==> config.mk <==
export PLATFORM = sky130hd
export DESIGN_NAME = hash_ctrl_regs
export DESIGN_NICKNAME = d
export VERILOG_FILES = /design/src/rtl/hash_regs_pkg.sv /design/src/rtl/hash_cmd_decode.sv /design/src/rtl/hash_reg_file.sv /design/src/rtl/hash_done_ctrl.sv /design/src/rtl/hash_ctrl_regs.sv
export SDC_FILE = /design/constraint.sdc
export NUM_CORES = 1
export LEC_CHECK = 0
export ABC_AREA = 1
export BUFFER_PORTS_ARGS = -buffer_cell sky130_fd_sc_hd__buf_2
export CAP_MARGIN = 20
export CORE_MARGIN = 10
export CORE_UTILIZATION = 46
export DETAILED_ROUTE_END_ITERATION = 8
export GPL_TIMING_DRIVEN = 0
export PLACE_DENSITY = 0.77
export SYNTH_ARGS = -nofsm -noshare
export SYNTH_HDL_FRONTEND = slang
export SYNTH_SLANG_ARGS = --single-unit
==> constraint.sdc <==
create_clock -name clk -period 3.5 [get_ports clk]
set_input_delay 0.7 -clock clk [delete_from_list [all_inputs] [get_ports clk]]
set_output_delay 0.7 -clock clk [all_outputs]
set_load 0.005 [all_outputs]
==> src/rtl/hash_regs_pkg.sv <==
package hash_regs_pkg;
  localparam int WORD_W   = 32;
  localparam int STAT_OFF = 'h1C;
  localparam int SRC_OFF  = 'h20;
  localparam int DST_OFF  = 'h24;
  localparam int KEY_OFF  = 'h28;
  localparam int LEN_OFF  = 'h2C;
  localparam int CMD_OFF  = 'h30;
  localparam int NSLOT    = 4;
  localparam int FLAG_BIT = 9;
  localparam int IEN_BIT  = 9;
  localparam int SG_BIT   = 18;

  typedef enum logic [2:0] {
    ALG_MD5 = 3'd0, ALG_SHA1 = 3'd1, ALG_SHA224 = 3'd2, ALG_SHA256 = 3'd3,
    ALG_SHA512 = 3'd4, ALG_SHA384 = 3'd5, ALG_SHA512_256 = 3'd6, ALG_NONE = 3'd7
  } alg_e;

  // Two-level decode: family in bits 6:4, 512-bit variant in bits 12:10.
  function automatic alg_e pick_alg(input logic [WORD_W-1:0] c);
    logic [2:0] fam;
    logic [2:0] sub;
    fam = c[6:4];
    sub = c[12:10];
    if (fam == 3'b011) begin
      case (sub)
        3'b000:  return ALG_SHA512;
        3'b001:  return ALG_SHA384;
        3'b010:  return ALG_SHA512_256;
        default: return ALG_NONE;
      endcase
    end
    if (sub != 3'b000) return ALG_NONE;
    case (fam)
      3'b000:  return ALG_MD5;
      3'b010:  return ALG_SHA1;
      3'b100:  return ALG_SHA224;
      3'b101:  return ALG_SHA256;
      default: return ALG_NONE;
    endcase
  endfunction

  function automatic int slot_off(input int i);
    case (i)
      0:       return SRC_OFF;
      1:       return DST_OFF;
      2:       return KEY_OFF;
      default: return LEN_OFF;
    endcase
  endfunction
endpackage

==> src/rtl/hash_cmd_decode.sv <==
module hash_cmd_decode
  import hash_regs_pkg::*;
(
  input  logic [WORD_W-1:0] cmd,
  output logic [2:0]        alg,
  output logic              alg_ok,
  output logic [1:0]        mode,
  output logic              sg_en,
  output logic              irq_en
);
  alg_e sel;
  assign sel    = pick_alg(cmd);
  assign alg    = sel;
  assign alg_ok = (sel != ALG_NONE);
  assign mode   = cmd[8:7];
  assign sg_en  = cmd[SG_BIT];
  assign irq_en = cmd[IEN_BIT];
endmodule

==> src/rtl/hash_reg_file.sv <==
module hash_reg_file
  import hash_regs_pkg::*;
#(
  parameter int              ADDR_W   = 12,
  parameter logic [WORD_W-1:0] SRC_MASK = 32'h7FFF_FFFF,
  parameter logic [WORD_W-1:0] DST_MASK = 32'h7FFF_FFF8,
  parameter logic [WORD_W-1:0] KEY_MASK = 32'h7FFF_FFF8,
  parameter logic [WORD_W-1:0] LEN_MASK = 32'h0FFF_FFFF,
  parameter logic [WORD_W-1:0] CMD_MASK = 32'h0014_7FFF
) (
  input  logic              clk,
  input  logic              rst_n,
  input  logic              wr_en,
  input  logic              rd_en,
  input  logic [ADDR_W-1:0] addr,
  input  logic [WORD_W-1:0] wdata,
  input  logic              busy,
  input  logic              flag,
  output logic [WORD_W-1:0] rdata,
  output logic [WORD_W-1:0] cmd_q,
  output logic              cmd_wr_evt
);
  function automatic logic [WORD_W-1:0] slot_mask(input int i);
    case (i)
      0:       return SRC_MASK;
      1:       return DST_MASK;
      2:       return KEY_MASK;
      default: return LEN_MASK;
    endcase
  endfunction

  logic [WORD_W-1:0] slot_vals [NSLOT];
  logic [WORD_W-1:0] rd_mux;

  for (genvar g = 0; g < NSLOT; g++) begin : g_slot
    logic [WORD_W-1:0] val_q;
    always_ff @(posedge clk) begin
      if (!rst_n)
        val_q <= '0;
      else if (wr_en && addr == ADDR_W'(slot_off(g)))
        val_q <= wdata & slot_mask(g);
    end
    assign slot_vals[g] = val_q;
  end

  assign cmd_wr_evt = wr_en && (addr == ADDR_W'(CMD_OFF)) && !busy;

  always_ff @(posedge clk) begin
    if (!rst_n)          cmd_q <= '0;
    else if (cmd_wr_evt) cmd_q <= wdata & CMD_MASK;
  end

  always_comb begin
    rd_mux = '0;
    for (int i = 0; i < NSLOT; i++)
      if (addr == ADDR_W'(slot_off(i))) rd_mux = slot_vals[i];
    if (addr == ADDR_W'(CMD_OFF))  rd_mux = cmd_q;
    if (addr == ADDR_W'(STAT_OFF)) rd_mux = WORD_W'(flag) << FLAG_BIT;
  end

  always_ff @(posedge clk) begin
    if (!rst_n)     rdata <= '0;
    else if (rd_en) rdata <= rd_mux;
  end
endmodule

==> src/rtl/hash_done_ctrl.sv <==
module hash_done_ctrl (
  input  logic clk,
  input  logic rst_n,
  input  logic launch,
  input  logic irq_req,
  input  logic done,
  input  logic clr_req,
  output logic start,
  output logic busy,
  output logic flag,
  output logic irq,
  output logic done_acc
);
  logic ien_q;

  assign done_acc = done && busy;

  always_ff @(posedge clk) begin
    if (!rst_n) begin
      start <= 1'b0;
      busy  <= 1'b0;
      ien_q <= 1'b0;
      flag  <= 1'b0;
      irq   <= 1'b0;
    end else begin
      start <= launch;
      if (launch) begin
        busy  <= 1'b1;
        ien_q <= irq_req;
      end else if (done_acc) begin
        busy  <= 1'b0;
      end
      if (done_acc)     flag <= 1'b1;
      else if (clr_req) flag <= 1'b0;
      if (done_acc && ien_q) irq <= 1'b1;
      else if (clr_req)      irq <= 1'b0;
    end
  end
endmodule

==> src/rtl/hash_ctrl_regs.sv <==
module hash_ctrl_regs
  import hash_regs_pkg::*;
#(
  parameter int ADDR_W = 12
) (
  input  logic              clk,
  input  logic              rst_n,
  input  logic              wr_en,
  input  logic              rd_en,
  input  logic [ADDR_W-1:0] addr,
  input  logic [31:0]       wdata,
  output logic [31:0]       rdata,
  input  logic              done,
  output logic              start,
  output logic [2:0]        alg,
  output logic [1:0]        mode,
  output logic              sg_en,
  output logic              irq
);
  logic [WORD_W-1:0] cmd_q;
  logic cmd_wr_evt, launch, clr_req, busy, flag, done_acc;
  logic new_ok, new_ien, cur_ok, cur_ien, new_sg;
  logic [2:0] new_alg;
  logic [1:0] new_mode;

  hash_reg_file #(.ADDR_W(ADDR_W)) u_regs (
    .clk(clk), .rst_n(rst_n), .wr_en(wr_en), .rd_en(rd_en), .addr(addr),
    .wdata(wdata), .busy(busy), .flag(flag), .rdata(rdata), .cmd_q(cmd_q),
    .cmd_wr_evt(cmd_wr_evt)
  );

  // Decode of the incoming word decides the launch.
  hash_cmd_decode u_dec_new (
    .cmd(wdata), .alg(new_alg), .alg_ok(new_ok), .mode(new_mode),
    .sg_en(new_sg), .irq_en(new_ien)
  );

  // Decode of the stored word drives the selection ports.
  hash_cmd_decode u_dec_cur (
    .cmd(cmd_q), .alg(alg), .alg_ok(cur_ok), .mode(mode),
    .sg_en(sg_en), .irq_en(cur_ien)
  );

  assign launch  = cmd_wr_evt && new_ok;
  assign clr_req = wr_en && (addr == ADDR_W'(STAT_OFF)) && wdata[FLAG_BIT];

  hash_done_ctrl u_done (
    .clk(clk), .rst_n(rst_n), .launch(launch), .irq_req(new_ien),
    .done(done), .clr_req(clr_req), .start(start), .busy(busy),
    .flag(flag), .irq(irq), .done_acc(done_acc)
  );
endmodule

==> flow_summary.json, run 1 <==
{
  "outcome": "completed",
  "swShare": 0.2265,
  "first_global_vias": 7004,
  "crit_fanout": 3,
  "final.min_clock_period_ns": 2.149,
  "clock-sinks": 168,
  "coreArea_um2": 15830,
  "synth.cell_area_um2": 7402,
  "maxCapViolCount": 0,
  "synth_edf_count": 0,
  "fmax_mhz": 465.4,
  "crit_path_max_incr_delay_ns": 0.36,
  "worst_setup_path_start_kind": "flop",
  "setup_tns_ns": 0,
  "clock_skew_ns": 0.007090,
  "syn_avg_cell_area_um2": 7.243,
  "critPathKind": "reg -> out",
  "grt_overflow": 0,
  "p_leak_nw": 3.416,
  "dp.cells": 1321,
  "cp_num_cells": 6,
  "p_total_mw": 4.081,
  "drc": 0,
  "cts_root_buf": "clkbuf_16",
  "clk_latency_ns": 0.44,
  "hpwl_mm": 17.00,
  "yosys_most_used_dff": "dfxtp_1",
  "synth_cell_type_count": 33,
  "dieArea_um2": 21560,
  "utilization": 0.5506,
  "io_pins": 89,
  "cp_cell_sequence": "inv_1, nor2_1, nand2_1, nor3_1, a31oi_1, buf_2",
  "drt_iter0_drc": 649,
  "drv_slew": 0,
  "cts.path.max_buffers": 2,
  "fp-row-count": 46,
  "antenna_found_initial": 0,
  "ys_seq_area_frac": 0.4544,
  "routabilityCongestion": 0.9231,
  "diodes": 0,
  "io_buffers": 83,
  "holdPathStages": 2,
  "ff2ff_path_depth": 7,
  "routedWlPerCell_um": 17.36,
  "numCtsBuffers": 17,
  "cts_setup_buffers": 0,
  "p_int_mw": 3.157,
  "comb_power_share": 0.043,
  "cts.clk_slew.worst_paths_ns": 0.06,
  "cts_resized": 0,
  "crit_path_end_kind": "output port",
  "crit_arrival_ns": 1.45,
  "power_switching_mw": 0.9244,
  "ys_seq_elements": 168,
  "ant_nets": 0,
  "power_per_cell_area_nw_per_um2": 468.3,
  "fin_cells": 1353,
  "start_util": 0.4677,
  "setup_slack_ns": 1.351,
  "worst-path-buf-inv": 2,
  "wirelength_mm": 23.49,
  "required_ns": 2.80,
  "max_slew.worst_pin.slew_ns": 0.8057,
  "hold_slack_ns": 0.4429,
  "vias": 7348,
  "ys_warn_count": 0,
  "slowest_stage": "dfxtp_1",
  "dp_slack_ns": 1.012,
  "dr.pass1.iters": 5,
  "peakVddDrop_mv": 0.3708,
  "synth.net_count": 1071,
  "drive_above_1_share": 0.1566,
  "async_reset_ff_frac": 0,
  "critPathTopFamily": "simple AND/OR/NAND/NOR gates",
  "dieWidth_um": 146.9,
  "via_per_inst": 5.431,
  "grt_pass1_wl_mm": 36.60,
  "netlist_instances": 1022,
  "area_growth_pct": 17.73,
  "fin_crit_sh": 0.6139,
  "setup_viol": 0,
  "cts_tree": "built",
  "placed_area_um2": 8088,
  "fin_area_um2": 8715,
  "layout.nets": 1173,
  "fp.dieH_um": 146.9,
  "hold_viol": 0,
  "clock_power_share": 0.488,
  "seqPwrFrac": 0.468,
  "grt_setup_unrepaired": "false",
  "grt_usage": 0.2129,
  "grt_start_max_net_pins": 17,
  "htree_num_levels": 4,
  "slew_headroom": 0.4629,
  "hp-class": "reg -> reg",
  "ctsHoldBuffers": 0
}
## final timing paths
| kind | startpoint | end | slack (ns) |
|---|---|---|---|
| setup / recovery | u_regs.cmd_q[4] | alg[1] | 1.35 |
| hold / removal | u_regs.g_slot[3].val_q[12] | u_regs.g_slot[3].val_q[12] | 0.44 |
| setup reg to reg | u_done.busy | u_done.ien_q | 2.19 |
| hold reg to reg | u_regs.g_slot[3].val_q[12] | u_regs.g_slot[3].val_q[12] | 0.44 |
## worst register-to-register path, cell delays in order (launching register included)
cell     delay [ns]
dfxtp_1        0.34
nor2_1         0.10
nand2_1        0.09
buf_6          0.17
nor2_1         0.13
nand2_1        0.17
nor2_1         0.13
nor3_1         0.06
## logic make-up (layout without fill, tap and decap cells)
group           after synthesis  count (layout)  share of synthesized area
flops                       168             168                     0.4544
simple gates                334             334                     0.1937
buf+inv                     204             319                     0.1176
compound gates              315             315                     0.2338
other cells                   1               1                  0.0005066
## layer usage
metal | wire length [µm] | global-route usage | part of all wire | vias to the layer above
met1 | 9656 | 0.2604 | 0.41 | 3376
li1 | - | - | - | 3556
met5 | 0 | 0 | 0 | -
met4 | 884 | 0.1016 | 0.038 | 0
met2 | 10870 | 0.3415 | 0.46 | 352
met3 | 2079 | 0.05559 | 0.088 | 64
## state kept, by name, indices dropped and copies added, names as in the netlist
register and flops:
u_done.ien_q 1, u_done.irq 1, u_done.busy 1, u_regs.g_slot.val_q 115, u_done.flag 1, u_regs.rdata 31, u_regs.cmd_q 17, u_done.start 1
## cell usage in the layout, fill, tap and decap left out, types with 3 or more instances in the layout
cell,instances
nand2_2,5
buf_6,7
clkbuf_16,17
o21ai_1,6
dfxtp_1,168
o221ai_1,5
o21ai_0,105
nand2_1,173
bufinv_16,3
nor2_2,4
o22ai_1,12
inv_1,124
inv_2,6
o211ai_2,10
clkinvlp_4,4
nor2_1,57
nor3_1,5
a211oi_1,6
nand3_1,84
buf_4,8
buf_2,100
clkbuf_1,42
a21oi_1,164
clkbuf_8,4
## power by group through the flow
stage / Clock (mW) / Combinational, mW / Sequential [mW]
final: 1.99 / 0.177 / 1.91
after global routing: 2.07 / 0.193 / 1.91
after CTS: 1.99 / 0.172 / 1.91
after detailed placement: 0 / 0.171 / 1.95
after global placement: 0 / 0.170 / 1.95
after floorplan: 0 / 0.0855 / 1.95
## cell usage after synthesis, types with 2 or more instances
| library cell | instances | area share |
|---|---|---|
| nand2_1 | 173 | 0.088 |
| dfxtp_1 | 168 | 0.45 |
| a21oi_1 | 164 | 0.11 |
| inv_1 | 124 | 0.063 |
| o21ai_0 | 105 | 0.071 |
| nand3_1 | 84 | 0.057 |
| nor2_1 | 57 | 0.029 |
| clkbuf_1 | 41 | 0.021 |
| buf_2 | 17 | 0.011 |
| o22ai_1 | 12 | 0.010 |
| o211ai_2 | 10 | 0.017 |
| buf_4 | 8 | 0.0081 |
| buf_6 | 7 | 0.011 |
| a211oi_1 | 6 | 0.0061 |
| inv_2 | 6 | 0.0030 |
| o21ai_1 | 6 | 0.0041 |
| nand2_2 | 5 | 0.0042 |
| nor3_1 | 5 | 0.0034 |
| o221ai_1 | 5 | 0.0059 |
| nor2_2 | 4 | 0.0034 |
| nand4_1 | 2 | 0.0017 |
| o211ai_1 | 2 | 0.0020 |
## layout make-up
| class | count | area [µm²] |
|---|---|---|
| fillers | 1508 | 7113 |
| flip-flops and latches | 168 | 3363 |
| multi-input cells | 650 | 3168 |
| inverters | 130 | 488.0 |
| clock buffers | 22 | 484.2 |
| repair buffers | 83 | 415.4 |
| plain buffers | 74 | 382.9 |
| well taps | 216 | 270.3 |
| clock inverters | 10 | 142.6 |
(Power assumes the default switching activity.)
==> inputs of run 2 (changes only) <==
ABC_AREA = 0   (was 1)
clock period = 2.1 ns   (was 3.5 ns; I/O delays follow)
==> flow_summary.json, run 2 <==
{
  "outcome": "completed",
  "synth-compound-area-share": 0.1325,
  "synthMuxAreaShare": 0.1490,
  "coreArea_um2": 15770,
  "dieWidth_um": 146.5,
  "p_total_mw": 6.962,
  "grt_overflow": 0,
  "drive_above_1_share": 0.1928,
  "routabilityCongestion": 0.8910,
  "layout.nets": 954,
  "cts_tree": "built",
  "ant_nets": 0,
  "clock-sinks": 168,
  "ys_seq_area_frac": 0.4571,
  "drt_iter0_drc": 499,
  "cts_root_buf": "clkbuf_16",
  "crit_fanout": 10,
  "power_per_cell_area_nw_per_um2": 795.1,
  "ys_warn_count": 0,
  "fmax_mhz": 477.1,
  "yosys.area_share.adder": 0,
  "placed_area_um2": 8038,
  "crit_path_end_kind": "flop",
  "critPathKind": "in -> reg",
  "synth_cell_type_count": 51,
  "hp-class": "in -> reg",
  "via_per_inst": 5.460,
  "worst_setup_path_start_kind": "input port",
  "first_global_vias": 6225,
  "final_common_cell": "nand2_1",
  "syn_avg_cell_area_um2": 9.208,
  "cts.path.max_buffers": 2,
  "async_reset_ff_frac": 0,
  "ctsHoldBuffers": 0,
  "drc": 0,
  "synth_xor_xnor_area_share": 0,
  "fin_crit_sh": 0.9980,
  "maxCapViolCount": 0,
  "grt_usage": 0.1948,
  "required_ns": 2.44,
  "synth.cell_area_um2": 7357,
  "synth-simple-area-share": 0.2179,
  "utilization": 0.5553,
  "htree_num_levels": 4,
  "synth_top_cell_by_area": "dfxtp_1",
  "top_register": "u_regs.g_slot.val_q",
  "clk_latency_ns": 0.43,
  "area_growth_pct": 19.03,
  "wirelength_mm": 21.32,
  "crit_arrival_ns": 2.44,
  "drv_slew": 0,
  "grt_start_max_net_pins": 17,
  "netlist_instances": 799,
  "fp-row-count": 46,
  "setup_viol": 0,
  "clock_skew_ns": 0.008938,
  "antenna_found_initial": 1,
  "cp_common_cell": "clkbuf_1",
  "yosys_most_used_dff": "dfxtp_1",
  "peakVddDrop_mv": 0.6473,
  "io_pins": 89,
  "final.min_clock_period_ns": 2.096,
  "netlist_top_cells_count": "nand2_1 (199), dfxtp_1 (168), mux2i_1 (78)",
  "synth_most_common_cell": "nand2_1",
  "crit_path_max_incr_delay_ns": 0.45,
  "synth_top_family_by_area": "simple AND/OR/NAND/NOR gates",
  "hpwl_mm": 14.83,
  "synth_top_area_frac": 0.4571,
  "synth.net_count": 848,
  "setup_tns_ns": 0,
  "fin_area_um2": 8757,
  "synth_edf_count": 0,
  "largest_register_ffs": 115,
  "routedWlPerCell_um": 18.77,
  "slew_headroom": 0.5345,
  "numCtsBuffers": 17,
  "ys_seq_elements": 168,
  "grt_pass1_wl_mm": 33.33,
  "dr.pass1.iters": 5,
  "io_buffers": 82,
  "hold_viol": 0,
  "top_regs": "u_regs.g_slot.val_q: 115 flops, u_regs.rdata: 31 flops, u_regs.cmd_q: 17 flops",
  "vias": 6203,
  "cts.clk_slew.worst_paths_ns": 0.07,
  "p_leak_nw": 3.774,
  "start_util": 0.4665,
  "slowest_stage": "clkbuf_1",
  "layout_common_cells": "nand2_1 (199), dfxtp_1 (168), buf_2 (95)",
  "cp_cell_sequence": "buf_2, clkbuf_1, or2_2, clkbuf_1, clkbuf_2, o221ai_1, o31ai_1",
  "dieArea_um2": 21450,
  "fp.dieH_um": 146.5,
  "synthTopCellsByArea": "dfxtp_1 (46%), mux2i_1 (11%), nand2_1 (10%), a21boi_0 (5.7%), nor2b_1 (5.3%)",
  "max_slew.worst_pin.slew_ns": 0.6982,
  "grt_setup_unrepaired": "false"
}
==> run 2: kinds of logic after synthesis <==
kind of cell,count (synthesis)
mux,92
compound gates,127
simple gates,341
buf+inv,70
flops,168
other cells,1
==> run 2: metrics by stage <==
stage	setup slack, ns	hold slack [ns]	cells
after floorplan	0.03385	0.4341	799
after global placement	-0.5643	0.4366	1097
after detailed placement	-0.6647	0.4338	1097
after CTS	0.03345	0.2557	1130
after global routing	0.001221	0.2686	1135
final	0.004104	0.2605	1136
==> run 2: area by class of cell <==
class	instances	area [µm²]
clock buffer	22	484.2
clock inverter	10	163.9
timing repair buffer	88	455.4
sequential	168	3363
antenna	2	5.005
multi-input combinational	561	3685
buffer	63	307.8
tap	216	270.3
inverter	6	22.52
fill	1402	7013
==> run 2: timing repair <==
action                     4_1_cts  5_1_grt
setup buffers                    1        5
gates cloned                     0        0
gates resized for setup          6        9
setup endpoints to repair       14       69
pin swaps                        1        2
==> run 2: layer usage <==
metal,part of all wire,vias up,routed length [µm],track usage
li1,-,2975,-,-
met1,0.43,2964,9270,0.2374
met2,0.48,218,10140,0.3196
met3,0.058,46,1245,0.04450
met4,0.031,0,667,0.09059
met5,0,-,0,0
==> run 2: worst paths after layout <==
path                                             endpoint  slack, ns  depth (start not counted)              from
worst max register to register               u_done.start       0.19                          6       u_done.busy
worst min-delay path            u_regs.g_slot[3].val_q[1]       0.26                          3          wdata[1]
worst max-delay path                     u_regs.rdata[27]      0.004                          7           addr[2]
worst min register to register           u_regs.rdata[17]       0.45                          2  u_regs.rdata[17]
==> run 2: critical path: cells and delay by family <==
kind                   cells  cell delay [ns]
AO/OA/AOI/OAI              2             0.51
buffers and inverters      4             1.29
AND/OR/NAND/NOR            1             0.21
==> run 2: report_power, final <==
group	leakage, nW	switching, mW	internal [mW]
registers	1.35	0.000185	3.19
clock network	0.317	1.29	2.12
logic	2.10	0.236	0.123
total	3.77	1.53	5.43
